$ cat config.mk
export PLATFORM = sky130hd
export DESIGN_NAME = wiper_update_ctrl
export DESIGN_NICKNAME = d
export VERILOG_FILES = /design/src/rtl/wiper_update_ctrl.sv
export SDC_FILE = /design/constraint.sdc
export NUM_CORES = 1
export LEC_CHECK = 0
export BUFFER_PORTS_ARGS = -buffer_cell sky130_fd_sc_hd__buf_2
export CAP_MARGIN = 10
export CORE_UTILIZATION = 47
export CTS_CLUSTER_SIZE = 20
export DETAILED_ROUTE_END_ITERATION = 16
export PLACE_DENSITY = 0.79
export SETUP_SLACK_MARGIN = 0.15
export SLEW_MARGIN = 40
export SYNTH_ARGS = -nofsm -noshare
export SYNTH_HDL_FRONTEND = slang
export SYNTH_SLANG_ARGS = --single-unit
$ cat constraint.sdc
create_clock -name clk -period 2.51 [get_ports clk]
set_input_delay 0 -clock clk [delete_from_list [all_inputs] [get_ports clk]]
set_output_delay 0 -clock clk [all_outputs]
set_load 0.01 [all_outputs]
$ cat src/rtl/wiper_update_ctrl.sv
module wiper_update_ctrl #(
  parameter int CODE_W = 7,
  parameter int BYTE_W = 8,
  parameter int ADDR_W = 8,
  parameter logic [CODE_W-1:0] RESET_CODE = 7'h40,
  parameter logic [ADDR_W-1:0] DIRECT_ADDR = 8'h00,
  parameter logic [ADDR_W-1:0] WIPER_ADDR = 8'h09
) (
  input  logic              clk,
  input  logic              rst_n,
  input  logic              mode_update,
  input  logic              mode_adder,
  input  logic              manual_ovr,
  input  logic              standby,
  input  logic [BYTE_W-1:0] tbl_byte,
  input  logic [BYTE_W-1:0] init_val,
  input  logic              host_we,
  input  logic [ADDR_W-1:0] host_addr,
  input  logic [CODE_W-1:0] host_data,
  input  logic              conv_done,
  output logic [CODE_W-1:0] wiper
);
  localparam int SUM_W = BYTE_W + 2;
  localparam logic [CODE_W-1:0] CODE_MAX = {CODE_W{1'b1}};

  logic recall_pend;
  logic [CODE_W-1:0] init_code, offset_code, auto_code;
  logic signed [SUM_W-1:0] sum;
  logic direct_wr, table_wr, auto_ld;

  assign init_code = (init_val > BYTE_W'(CODE_MAX)) ? CODE_MAX : init_val[CODE_W-1:0];

  assign sum = $signed({2'b00, init_val}) + $signed({{2{tbl_byte[BYTE_W-1]}}, tbl_byte});

  always_comb begin
    if (sum < 0)                               offset_code = '0;
    else if (sum > $signed(SUM_W'(CODE_MAX)))  offset_code = CODE_MAX;
    else                                       offset_code = sum[CODE_W-1:0];
  end

  assign auto_code = mode_adder ? offset_code : tbl_byte[CODE_W-1:0];

  assign direct_wr = !mode_update && host_we && host_addr == DIRECT_ADDR;
  assign table_wr  = mode_update && manual_ovr && host_we && host_addr == WIPER_ADDR;
  assign auto_ld   = mode_update && !manual_ovr && !standby && conv_done;

  always_ff @(posedge clk) begin
    if (!rst_n) begin
      wiper       <= RESET_CODE;
      recall_pend <= 1'b1;
    end else if (recall_pend) begin
      wiper       <= init_code;
      recall_pend <= 1'b0;
    end else if (direct_wr || table_wr) begin
      wiper <= host_data;
    end else if (auto_ld) begin
      wiper <= auto_code;
    end
  end

  AST_RECALL: assert property (@(posedge clk) disable iff (!rst_n) (recall_pend && !init_val[BYTE_W-1]) |=> wiper == $past(init_val[CODE_W-1:0]));
  AST_DIRECT_IDLE: assert property (@(posedge clk) disable iff (!rst_n) (!recall_pend && !mode_update && !host_we) |=> $stable(wiper));
  AST_TABLE_LOAD: assert property (@(posedge clk) disable iff (!rst_n) (!recall_pend && mode_update && !mode_adder && conv_done && !manual_ovr && !standby && !host_we) |=> wiper == $past(tbl_byte[CODE_W-1:0]));
  AST_MANUAL_HOLD: assert property (@(posedge clk) disable iff (!rst_n) (!recall_pend && mode_update && manual_ovr && !host_we) |=> $stable(wiper));
  AST_STANDBY_HOLD: assert property (@(posedge clk) disable iff (!rst_n) (!recall_pend && mode_update && standby && !host_we) |=> $stable(wiper));
  AST_TABLE_WRITE: assert property (@(posedge clk) disable iff (!rst_n) (!recall_pend && mode_update && manual_ovr && host_we && host_addr == WIPER_ADDR) |=> wiper == $past(host_data));
endmodule

[Yosys cells after proc, flatten, opt, wreduce, memory -nomap -nowiden]
Cells that the tools add are included.
Cells by class
  add/sub/neg operators: 1
  multipliers: 0
  divide/modulo/power cells: 0
  $lt $le $gt $ge: 3
  eq/ne operators: 1
  shift-type cells: 0
  muxes and demuxes: 8
  bitwise operators: 0
  reductions and logical operators: 14
Operator list (count)
  $mux 7: 7
  $add 9x8->10: 1
  $gt 10x8->1 const B: 1
  $lt 10x1->1 const B: 1
  $eq 8x4->1 const B: 1
  $gt 8x7->1 const B: 1
  $logic_and 1x1->1: 8
  $logic_not 8->1: 1
  $logic_not 1->1: 3
  $reduce_bool 3->1: 1
  $logic_or 1x1->1: 1
  $mux 1: 1
Storage, ports and cells
  register bits: 8
  latch bits: 0
  bits in writable memories: 0
  memory bits (read-only): 0
  bits of input ports: 39
  output and inout bits: 7
  logic and storage cells: 29
  memories kept: 0

[Depth between registers and ports, before layout]
  word-level depth: 8
  mapped depth: 9
  mapped depth without buffers: 9

[Worst setup path after synthesis]
OpenSTA, ideal clock, no wires.
  path kind: input port to flip-flop
  start point: in tbl_byte[4]
  end point: reg wiper[3]
  setup time: 117 ps
  arrival: 1979 ps
  required time: 2393 ps
  path slack: 415 ps
  stages on the path: 7
  buffers on the path: 0
  path through: ha_1 a2111oi_4 a21boi_4 nor4bb_1 a311o_1 or3b_1 a22o_1
Between the ends
  cells in the longest elaborated chain, start to end: 8
  elaborated cells between the ends (all ways): 9
  classes of those cells: add/sub (1); order compare (2); mux (6)
Ends and longest elaborated chain
  start, declared: RTL line 15  | input logic [BYTE_W-1:0] tbl_byte,
  $add 9x8->10 (*): RTL line 33  | assign sum = $signed({2'b00, init_val}) + $signed({{2{tbl_byte[BYTE_W-1]}}, tbl_byte});
  $gt 10x8->1: RTL line 37  | else if (sum > $signed(SUM_W'(CODE_MAX))) offset_code = CODE_MAX;
  $mux 7: RTL line 37
  $mux 7 (*): RTL line 36  | if (sum < 0) offset_code = '0;
  $mux 7 (*): RTL line 41  | assign auto_code = mode_adder ? offset_code : tbl_byte[CODE_W-1:0];
  $mux 7 (*): RTL line 56  | end else if (auto_ld) begin
  $mux 7 (*): RTL line 54  | end else if (direct_wr || table_wr) begin
  $mux 7 (*): RTL line 51  | end else if (recall_pend) begin
  end signal, assigned: RTL line 52  | wiper <= init_code;
  end signal, assigned: RTL line 55  | wiper <= host_data;
  end signal, assigned: RTL line 57  | wiper <= auto_code;
  end, declared: RTL line 21  | output logic [CODE_W-1:0] wiper
Every way passes the cells marked *; elsewhere a longest branch is shown, timed or not. The select of a mux whose other input is x is not followed.
A chain may end at the register's enable or synchronous reset.

[Worst setup path after layout]
Ends and elaborated chain as after synthesis.

==> out/metrics.yaml <==
yosys.area.top_type: "dfxtp_1"
r2r_start: "recall_pend"
syn_avg_cell_area_um2: 8.21
coreArea_um2: 2020
run_status: "complete, no violations"
min_path_type: "in -> reg"
stdcell_count: 202
finClkSkew_ns: 0.00290
dp_cells: 199
swShare_pct: 38.8
yosysWarnings: 0
power_frac_comb_pct: 46.8
gp_congestion: 0.863
power_frac_clock_pct: 23.0
insertedDiodeCount: 0
period_share_pct: 83.5
numClockSinks: 8
fin_crit_ns: 2.09
vdd_ir_drop_max_uv: 274
finalHoldViolCount: 0
cts_tree: "built"
port_buffers: 45
critPathMaxFanout: 7
cts_setup_buffers: 0
cp_top_family: "compound AO/OA/AOI/OAI gates"
rows: 16
dieWidth_um: 49.3
path_cells: "buf_2, ha_1, a2111oi_4, a21boi_4, nor4bb_1, a311o_1, or3b_1, a22o_1"
setup-violations-final: 0
synthTopCellsByCount: "ha_1, inv_1"
final_layout_size_suffix_gt1_share_pct: 30.9
path_class: "in -> reg"
p_int_mw: 0.300
slew_headroom_pct: 68.1
cts-buffers-inserted: 3
r2r_cells: 5
cts_hold_buf: 0
vias: 1305
io_pins: 46
final_net_count: 226
r2r-end: "wiper[6]"
rsz0062_at_grt: "no"
crit_path_end_kind: "flop"
route.detailed.drc: 0
whs_ns: 0.0477
cts_buffer_depth: 2
power_switching_mw: 0.190
grt_pass1_wl_um: 5390
syn_nets: 177
synth-main-ff-cell: "dfxtp_1"
yosysSeqAreaShare_pct: 15.2
synth_edf_count: 0
wl_per_cell_um: 16.0
totalWireLength_um: 3240
setup_tns_ns: 0
async_flop_share_pct: 0
p_per_area_nw_per_um2: 366
min_from: "tbl_byte[1]"
grt_overflow: 0
critPathRequiredTime_ns: 2.68
first_pass_iters: 4
root_buffer: "clkbuf_4"
drtIter0Drc: 36
worstPathArrival_ns: 2.27
dp.final_hpwl_um: 2530
synthDistinctLibCells: 46
grt_pass1_vias: 1242
cap_violations: 0
whs_endpoint: "wiper[1]"
path_buf_inv: 1
crit_slowest_cell: "a311o_1"
clkTransAtPathRegs_ns: 0.06
area_growth_pct: 27.5
final_max_slew_viol_count: 0
die-area_um2: 2430
layout_setup_ws_ns: 0.415
synth_area_leaders: "dfxtp_1, ha_1, o211ai_1"
vias_per_cell: 6.46
cp-start-kind: "primary input"
dieHeight_um: 49.3
tightest_slew_ns: 0.476
grt_max_degree: 14
fmaxAchievable_mhz: 477
cpPeakStageDelay_ns: 0.43
ant_nets: 0
whs_path_depth: 3
yosys.area.top_type_share_pct: 15.2
grt_antenna_before_repair: 0
power_leakage_nw: 0.607
cts-resized-gates: 0
start_util_pct: 52.0
clk_latency_ns: 0.28
grt_usage_pct: 28.4
reg2reg_setup_slack_ns: 1.02
fillers: 184
synth_seq_cells: 8
syn-instance-count: 128
place_ws_ns: 0.152
htreeDepth: 1
pwr-share-seq_pct: 30.2
syn-cell-area_um2: 1050
critPathLaunch: "tbl_byte[4]"
per-stage QoR:
| step | total power [mW] | util (%) | cell area (µm²) |
|---|---|---|---|
| after floorplan | 0.295 | - | 1050 |
| after global placement | 0.368 | 65.2 | 1320 |
| after detailed placement | 0.375 | 65.2 | 1320 |
| after CTS | 0.488 | 66.3 | 1340 |
| after global routing | 0.519 | 66.3 | 1340 |
| final | 0.490 | 66.3 | 1340 |
metal layers:
layer	part of all wire, %	vias to the layer above	global-route usage, %
met5	0	-	0
met4	1.0	0	7.84
met3	9.8	6	7.17
met2	49	80	48.4
met1	40	603	35.0
li1	-	616	-
registers in the layout, summed over array words and instances, names as in the netlist:
signal / cells
wiper: 7
recall_pend: 1
cells by family after synthesis:
kind of cell | Yosys count | synth area share [%]
buf+inv | 13 | 4.64
xor+xnor | 4 | 3.33
compound gates | 57 | 43.8
simple gates | 36 | 20.4
flops | 8 | 15.2
fa+ha+maj | 10 | 12.6
power by group through the flow:
stage | Clock, mW | Sequential (mW) | Combinational [mW]
floorplan | 0 | 0.152 | 0.143
global placement | 0 | 0.150 | 0.219
detailed placement | 0 | 0.150 | 0.225
CTS | 0.114 | 0.147 | 0.226
global route | 0.116 | 0.149 | 0.253
finish | 0.113 | 0.148 | 0.229
cells in the final DEF (no fill, tap or decap), types with 2 or more instances in the layout:
cell type	count
dfxtp_1	8
nand3_1	4
o21ai_0	4
a21boi_0	2
a21o_1	2
a211oi_1	3
o31ai_1	5
buf_4	3
nor2_1	8
o21a_1	3
o211ai_1	8
ha_1	9
nand2b_1	2
or3_1	2
buf_2	45
clkbuf_4	3
a21oi_1	8
inv_1	9
xnor2_1	4
nor3_1	5
o32a_1	5
nor2b_1	2
a221oi_1	5
nand2_1	2
area by class of cell:
class / instances / area [µm²] / share of cell area, %
Timing Repair Buffer: 48 / 248 / 18.5
Clock buffer: 3 / 22.5 / 1.68
Sequential cell: 8 / 160 / 12.0
Multi-Input combinational cell: 107 / 842 / 62.8
Inverter: 9 / 33.8 / 2.52
Tap cell: 27 / 33.8 / 2.52
worst max path at each step:
stage	endpoint	slack, ns	depth (start not counted)
6_report	wiper[3]	0.42	8
5_1_grt	wiper[3]	0.25	10
4_1_cts	wiper[3]	0.44	8
3_3_place_gp	wiper[3]	0.20	8
3_5_place_dp	wiper[3]	0.15	8
2_1_floorplan	wiper[3]	0.41	7
tightest hold or removal path: cells and delay by family:
kind | cells | cell delay, ns
AO/OA/AOI/OAI | 2 | 0.19
buffers and inverters | 1 | 0.10
Note: power is estimated with default switching activity, not from simulation.
